`config.mk`:
```
export PLATFORM = sky130hd
export DESIGN_NAME = hp_legacy_cpumap
export DESIGN_NICKNAME = d
export VERILOG_FILES = /design/src/rtl/hp_cpumap_pkg.sv /design/src/rtl/hp_presence_map.sv /design/src/rtl/hp_mode_switch.sv /design/src/rtl/hp_event_reg.sv /design/src/rtl/hp_legacy_cpumap.sv
export SDC_FILE = /design/constraint.sdc
export NUM_CORES = 1
export LEC_CHECK = 0
export ABC_CLOCK_PERIOD_IN_PS = 2000
export BUFFER_PORTS_ARGS = -buffer_cell sky130_fd_sc_hd__buf_2
export CAP_MARGIN = 20
export CORE_MARGIN = 4
export CORE_UTILIZATION = 55
export DETAILED_ROUTE_END_ITERATION = 16
export HOLD_SLACK_MARGIN = 0.08
export PLACE_DENSITY = 0.87
export REMOVE_ABC_BUFFERS = 1
export SLEW_MARGIN = 20
export SYNTH_ARGS = -nofsm -noshare
export SYNTH_HDL_FRONTEND = slang
export SYNTH_SLANG_ARGS = --single-unit
```
`constraint.sdc`:
```
create_clock -name clk -period 2 [get_ports clk]
set_clock_uncertainty 0.1 [all_clocks]
set_input_delay 0.2 -clock clk [delete_from_list [all_inputs] [get_ports clk]]
set_output_delay 0.2 -clock clk [all_outputs]
set_load 0.01 [all_outputs]
```
`src/rtl/hp_cpumap_pkg.sv`:
```
package hp_cpumap_pkg;

  localparam int unsigned HP_EVT_BIT   = 2;
  localparam int unsigned SWITCH_BYTES = 4;

  function automatic int unsigned map_bytes(input int unsigned ncpu);
    return (ncpu + 7) / 8;
  endfunction

  function automatic logic id_in_range(input int unsigned id, input int unsigned ncpu);
    return id < ncpu;
  endfunction

  function automatic logic [7:0] evt_byte(input logic flag);
    logic [7:0] b;
    b = '0;
    b[HP_EVT_BIT] = flag;
    return b;
  endfunction

endpackage

```
`src/rtl/hp_presence_map.sv`:
```
module hp_presence_map
  import hp_cpumap_pkg::*;
#(
  parameter int unsigned NUM_CPUS = 48,
  parameter int unsigned ID_W     = 6,
  parameter int unsigned ADDR_W   = 5
) (
  input  logic                clk,
  input  logic                rst_n,
  input  logic                add_valid,
  input  logic [ID_W-1:0]     add_id,
  input  logic                rd_en,
  input  logic [ADDR_W-1:0]   rd_addr,
  input  logic                rd_block,
  output logic [7:0]          rdata,
  output logic [NUM_CPUS-1:0] present
);

  localparam int unsigned MAP_BYTES = map_bytes(NUM_CPUS);

  logic [NUM_CPUS-1:1]    added_q;
  logic [MAP_BYTES*8-1:0] padded;
  logic [7:0]             sel_byte;

  assign present = {added_q, 1'b1};

  for (genvar i = 1; i < NUM_CPUS; i++) begin : g_bit
    always_ff @(posedge clk or negedge rst_n) begin
      if (!rst_n) begin
        added_q[i] <= 1'b0;
      end else if (add_valid && (int'(add_id) == i)) begin
        added_q[i] <= 1'b1;
      end
    end
  end

  always_comb begin
    padded = '0;
    padded[NUM_CPUS-1:0] = present;
  end

  always_comb begin
    sel_byte = '0;
    for (int k = 0; k < MAP_BYTES; k++) begin
      if (int'(rd_addr) == k) sel_byte = padded[k*8 +: 8];
    end
  end

  always_ff @(posedge clk or negedge rst_n) begin
    if (!rst_n) begin
      rdata <= '0;
    end else if (rd_en) begin
      rdata <= rd_block ? 8'h00 : sel_byte;
    end
  end

endmodule

```
`src/rtl/hp_mode_switch.sv`:
```
module hp_mode_switch
  import hp_cpumap_pkg::*;
#(
  parameter int unsigned ADDR_W = 5
) (
  input  logic              clk,
  input  logic              rst_n,
  input  logic              wr_en,
  input  logic [ADDR_W-1:0] wr_addr,
  input  logic [7:0]        wr_data,
  output logic              switch_fire,
  output logic              modern
);

  logic [SWITCH_BYTES-1:0] zero_rec_q;
  logic [SWITCH_BYTES-1:0] this_byte;
  logic                    hit;

  assign hit = wr_en && !modern && (int'(wr_addr) < SWITCH_BYTES);

  always_comb begin
    this_byte = '0;
    for (int k = 0; k < SWITCH_BYTES; k++) begin
      if (int'(wr_addr) == k) this_byte[k] = 1'b1;
    end
  end

  assign switch_fire = hit && (wr_data == 8'h00) && ((zero_rec_q | this_byte) == '1);

  always_ff @(posedge clk or negedge rst_n) begin
    if (!rst_n) begin
      zero_rec_q <= '0;
    end else if (hit) begin
      zero_rec_q <= (wr_data == 8'h00) ? (zero_rec_q | this_byte) : (zero_rec_q & ~this_byte);
    end
  end

  always_ff @(posedge clk or negedge rst_n) begin
    if (!rst_n) begin
      modern <= 1'b0;
    end else if (switch_fire) begin
      modern <= 1'b1;
    end
  end

endmodule

```
`src/rtl/hp_event_reg.sv`:
```
module hp_event_reg
  import hp_cpumap_pkg::*;
(
  input  logic       clk,
  input  logic       rst_n,
  input  logic       set_evt,
  input  logic       wr_en,
  input  logic       wr_sel,
  input  logic [7:0] wr_data,
  output logic [7:0] sts,
  output logic       irq
);

  logic sts_q;
  logic en_q;
  logic clr;

  assign clr = wr_en && !wr_sel && wr_data[HP_EVT_BIT];

  always_ff @(posedge clk or negedge rst_n) begin
    if (!rst_n) begin
      sts_q <= 1'b0;
    end else if (set_evt) begin
      sts_q <= 1'b1;
    end else if (clr) begin
      sts_q <= 1'b0;
    end
  end

  always_ff @(posedge clk or negedge rst_n) begin
    if (!rst_n) begin
      en_q <= 1'b0;
    end else if (wr_en && wr_sel) begin
      en_q <= wr_data[HP_EVT_BIT];
    end
  end

  assign sts = evt_byte(sts_q);
  assign irq = sts_q && en_q;

endmodule

```
`src/rtl/hp_legacy_cpumap.sv`:
```
module hp_legacy_cpumap
  import hp_cpumap_pkg::*;
#(
  parameter int unsigned NUM_CPUS = 48,
  parameter int unsigned ID_W     = 6,
  parameter int unsigned ADDR_W   = 5
) (
  input  logic              clk,
  input  logic              rst_n,
  input  logic              reg_rd_en,
  input  logic              reg_wr_en,
  input  logic [ADDR_W-1:0] reg_addr,
  input  logic [7:0]        reg_wdata,
  output logic [7:0]        reg_rdata,
  input  logic              hotadd_valid,
  input  logic [ID_W-1:0]   hotadd_id,
  input  logic              evt_wr_en,
  input  logic              evt_sel,
  input  logic [7:0]        evt_wdata,
  output logic [7:0]        evt_sts,
  output logic              sci,
  output logic              modern_mode
);

  logic                add_ok;
  logic                hot_evt;
  logic                switch_fire;
  logic [NUM_CPUS-1:0] present_vec;

  assign add_ok  = hotadd_valid && id_in_range(int'(hotadd_id), NUM_CPUS);
  assign hot_evt = add_ok && !modern_mode;

  hp_presence_map #(
    .NUM_CPUS(NUM_CPUS),
    .ID_W    (ID_W),
    .ADDR_W  (ADDR_W)
  ) map_i (
    .clk      (clk),
    .rst_n    (rst_n),
    .add_valid(add_ok),
    .add_id   (hotadd_id),
    .rd_en    (reg_rd_en),
    .rd_addr  (reg_addr),
    .rd_block (modern_mode),
    .rdata    (reg_rdata),
    .present  (present_vec)
  );

  hp_mode_switch #(
    .ADDR_W(ADDR_W)
  ) mode_i (
    .clk        (clk),
    .rst_n      (rst_n),
    .wr_en      (reg_wr_en),
    .wr_addr    (reg_addr),
    .wr_data    (reg_wdata),
    .switch_fire(switch_fire),
    .modern     (modern_mode)
  );

  hp_event_reg evt_i (
    .clk    (clk),
    .rst_n  (rst_n),
    .set_evt(hot_evt),
    .wr_en  (evt_wr_en),
    .wr_sel (evt_sel),
    .wr_data(evt_wdata),
    .sts    (evt_sts),
    .irq    (sci)
  );

endmodule

```
Word-level counts from Yosys, hierarchy flattened

Cells that the tools add are included.
Widths: inputs -> output; s select.

Multiplexer cells: 14
Reduce and logical (&&, ||, !) cells: 62
Eq/ne operators: 53
Bitwise logic cells: 3
Order comparisons: 2

Operator list:

| kind               | number |
|---|---|
| $eq 6x6->1 const B | 32 |
| $logic_and 1x1->1  | 57 |
| $mux 8             | 7 |
| $eq 6x5->1 const B | 8 |
| $eq 6x4->1 const B | 4 |
| $eq 6x3->1 const B | 2 |
| $eq 5x3->1 const B | 2 |
| $eq 5x4->1 const B | 2 |
| $logic_not 8->1    | 1 |
| $eq 6x2->1 const B | 1 |
| $lt 6x6->1 const B | 1 |
| $mux 1             | 6 |
| $eq 5x2->1 const B | 1 |
| $logic_not 5->1    | 1 |
| $lt 5x3->1 const B | 1 |
| $and 4x4->4        | 1 |
| $eq 4x4->1 const B | 1 |
| $mux 4             | 1 |
| $not 4->4          | 1 |
| $or 4x4->4         | 1 |
| $logic_not 1->1    | 2 |
| $reduce_bool 2->1  | 1 |

Logic and storage cells: 186
Flip-flop bits (word level): 62
Output and inout bits: 18

Logic depth before layout (Yosys ltp)

Depth after elaboration: 8
Gate-level depth with buffers: 6
Depth with buffers taken out: 4

Cells and area by module

From an unflattened synthesis, not the netlist that was laid out.

Cells, all modules: 275
Area, all modules: 3030.4 µm²

Modules (own cells, without submodules):

| module           | area an instance (µm²) | cells each | seq. area each (µm²) | times used |
|---|---|---|---|---|
| hp_presence_map  | 2546.2                 | 227        | 1376.3               | 1 |
| hp_mode_switch   | 310.3                  | 30         | 125.1                | 1 |
| hp_event_reg     | 153.9                  | 16         | 50.0                 | 1 |
| hp_legacy_cpumap | 20.0                   | 2          | 0.0                  | 1 |

Worst setup path after synthesis

No wires, ideal clock.

Path type: register to register
Start point: register mode_i.modern
End point: register (tool-made name)
Arrival: 1.340 ns
Slack: 0.432 ns
Stages on the path, launching flop included: 5
Cells stage by stage: dfrtp_1 > nand2b_1 > nor4_2 > and3b_1 > mux2_1

RTL lines:

| element                | line                 | text |
|---|---|---|
| from (decl)            | hp_mode_switch.sv:12 | `output logic modern` |
| from (signal assigned) | hp_mode_switch.sv:40 | `modern <= 1'b0;` |
| from (signal assigned) | hp_mode_switch.sv:42 | `modern <= 1'b1;` |

==> reports/summary.md <==
The logs give 9 for the TritonCTS buffer count and 0 for the total of max-cap violations. For the pin with the worst max-slew slack, the measured transition is 0.584 ns. The die width was 80.5 microns; the insertion delay of the later-clocked pin in the worst-skew pair was 0.34 ns. Among all cell types in the netlist, the one instantiated most often is sky130_fd_sc_hd__dfrtp_1.

The longest clock path from root to sink contains 2 buffers. During synthesis, Yosys emitted a total of 0 warnings. Counting instances in the post-synthesis netlist gives the leading cell types as sky130_fd_sc_hd__dfrtp_1, sky130_fd_sc_hd__a21o_1, sky130_fd_sc_hd__o21bai_1, sky130_fd_sc_hd__o22ai_1.

The tools report the initial antenna violation count as 0. For this run, the detailed router's first-pass iteration total came to 4. During I/O placement, the number of pins put on the boundary was 52. The share of total power consumed by net switching works out to 0.257. The die covers 0.00648 sq mm.

For the data required time of the worst path, the log shows 2.12 ns. The tools report the sequential-to-total area share from yosys stat as 0.536. The tools report the count of vias placed by the detailed router as 2272. Before CTS, the worst setup slack after placement is 0.337 ns. The normalized max-slew margin is 0.610. The worst path meets setup with 0.341 ns of slack.

In this run the remaining antenna-violating nets after routing total 0. The share of synthesized registers carrying an async set or reset was 1.00; the via count of the first global-routing pass was 2260. Layout cell share with drive strength beyond 1: 0.228. The highest-delay cell along the critical path is sky130_fd_sc_hd__dfrtp_1. The detailed-route DRC error count came out at 0. Post-synthesis to final-layout area growth: 18.0%.

Synthesis instantiated 45 different standard cells from the library. The die is 80.5 microns tall. The count of inserted antenna diode cells is 0, and the violation count after the first detailed-routing iteration is 168. Power spread over the standard cell area amounts to 919 mW/mm^2. For the count of instances resized after the clock tree is built, the log shows 0. The run gives 0.496 as the relative contribution of sequential cells to total power. The run gives 0.00511 sq mm as the core area.

The flip-flop cell with the highest count after synthesis was sky130_fd_sc_hd__dfrtp_1. The power share of the combinational group was 0.149; the peak per-stage delay on the critical path was 0.42 ns. The final setup violation count was 0.

The flow ran to the end, and the final reports show no timing, DRC or antenna violations. The register bit count reported by yosys is 62, and the post-synthesis instance area is 0.00289 sq mm. Summed over all cells, the static leakage comes to 1.73 nW. The tools report the total routing usage reported by global routing as 0.233.

The path type of the worst setup path was reg2reg. The clock tree synthesis step divided the H-tree into 3 levels. Entering global routing, the biggest net connects 26 pins. The count of cells in the finished layout, fillers not included, comes to 381.

The tools report the number of instances in the placed design as 359. For the finished layout, the period the worst path requires is 1.66 ns. Traced cell by cell, the critical path runs through nand2b_1 > nor4_2 > and3b_1 > mux2_1. The fraction of power consumed by the clock network is 0.356, and the portion of synthesized cell area occupied by the leading cell type is 0.536. For the final net count, the log shows 340.

Timing would allow up to 603 MHz. Row generation in the floorplan step produced 26 rows. The count of flip-flops with a built-in enable after synthesis is 0, and the largest fanout on the critical path is 5. The tools report the post-layout utilization of the core as 0.668.

The starting density of the core came out at 0.566. The overall overflow remaining after global route came out at 0. TritonCTS built the clock tree. The total count of max-transition violations in the final report is 0, and the count of buffers from port buffering is 37. The mean area per synthesized cell was 11.3 sq um. Synthesis produced 256 cells.

For the peak supply drop, the log shows 0.613 mV. By area the synthesized netlist is led by sky130_fd_sc_hd__dfrtp_1, sky130_fd_sc_hd__a21o_1, sky130_fd_sc_hd__o21bai_1, sky130_fd_sc_hd__mux2i_1, sky130_fd_sc_hd__mux2_1. Hold violation count in the final report: 0.

Summed over all nets, the switching power comes to 0.807 mW. At the worst endpoint, the arrival time is 1.78 ns. After routing, the total negative slack on setup checks comes to 0 ns.

Setup repair after global routing left no endpoint under its margin. The congestion estimate from routability-driven global placement came to 0.815. Summed over all layers, the routed wires come to 6770 microns. After detailed routing, the average wire length per cell comes to 17.8 microns. STA classifies the critical path startpoint as a flip-flop.

Post-route clock period utilization: 0.829. The dominant cell type by area after synthesis was sky130_fd_sc_hd__dfrtp_1. Clock-pin transition on the worst setup and hold timing paths: 0.07 ns. After legalization and detailed placement, the total HPWL measured 4660 microns.

The root buffer cell chosen for the clock tree is sky130_fd_sc_hd__clkbuf_8. Tightest hold margin: 0.141 ns. STA classifies the critical path endpoint as a flip-flop. The number of sinks handled by clock tree synthesis was 62; the wire length of the first global-routing pass was 11200 microns.

In this run the worst hold path is classified as in2reg. The internal power of the cells totals 2.33 mW. After detailed routing, the number of vias per cell comes to 5.96.
## metrics by stage
stage,instance area (sq um),total power [mW]
6_report,3410,3.14
5_1_grt,3410,3.27
4_1_cts,3410,3.14
3_5_place_dp,3150,2.03
3_3_place_gp,3150,2.00
2_1_floorplan,2800,1.83
## final cells by class
class | count | area (sq um)
fillers | 402 | 1690
flip-flops and latches | 62 | 1550
multi-input cells | 173 | 1220
repair buffers | 54 | 328
clock buffers | 12 | 155
well taps | 70 | 87.6
clock inverters | 4 | 45.0
inverters | 6 | 22.5
## metal layers
layer / track usage / wire length, microns
met5: 0 / 0
met2: 0.358 / 3180
met3: 0.0415 / 478
met4: 0.108 / 143
met1: 0.321 / 2970
## final timing paths
kind | startpoint | endpoint | slack [ns] | depth (start not counted)
max in group asynchronous | rst_n | evt_i.sts_q | 0.87 | 3
min | hotadd_id[4] | evt_i.sts_q | 0.14 | 4
min in group asynchronous | rst_n | map_i.present[10] | 0.27 | 2
max reg2reg | mode_i.modern | flip-flop | 0.34 | 4
min reg2reg | map_i.present[1] | map_i.present[1] | 0.35 | 1
max | mode_i.modern | flip-flop | 0.34 | 4
## worst max-delay path: cells and delay by family (launching register included)
family / cells / cell delay, ns
DFF: 1 / 0.42
and+or+nand+nor: 3 / 0.70
muxes: 1 / 0.32
## what timing repair did
action	4_1_cts	5_1_grt
hold buffers	6	0
endpoints found under the hold margin	24	0
setup buffers	0	0
## cell usage in the layout, fill, tap and decap left out, drive strengths merged, types with 3 or more instances in the layout
master | netlist | final
nor3 | 6 | 6
inv | 6 | 6
mux2i | 8 | 8
buf | 13 | 48
a21o | 30 | 30
clkbuf | 8 | 12
clkinv | 0 | 3
mux2 | 11 | 11
o21bai | 15 | 15
dfrtp | 62 | 62
nor2b | 4 | 4
dlygate4sd3 | 0 | 6
o22ai | 10 | 10
o21ai | 13 | 13
nand4b | 4 | 4
conb | 1 | 7
nor3b | 4 | 4
o22a | 4 | 4
nand2b | 9 | 9
nor2 | 9 | 9
nand2 | 9 | 9
## registers in the layout (all words and copies together), names as in the netlist, named ones only
name and count:
map_i.present 47, map_i.rdata 8, evt_i.en_q 1, mode_i.modern 1, evt_i.sts_q 1
## cells by family after synthesis
kind of cell / Yosys count / synth area share
simple gates: 61 / 0.131
other cells: 1 / 0.00130
flops: 62 / 0.536
buf+inv: 27 / 0.0484
mux: 19 / 0.0705
compound gates: 86 / 0.212
## power by group through the flow
stage | clock, mW | combinational, mW | sequential [mW]
floorplan | 0 | 0.278 | 1.55
global placement | 0 | 0.434 | 1.56
detailed placement | 0 | 0.452 | 1.57
CTS | 1.12 | 0.467 | 1.55
global route | 1.18 | 0.517 | 1.58
finish | 1.12 | 0.466 | 1.56
Power figures use the tool's default switching activity.
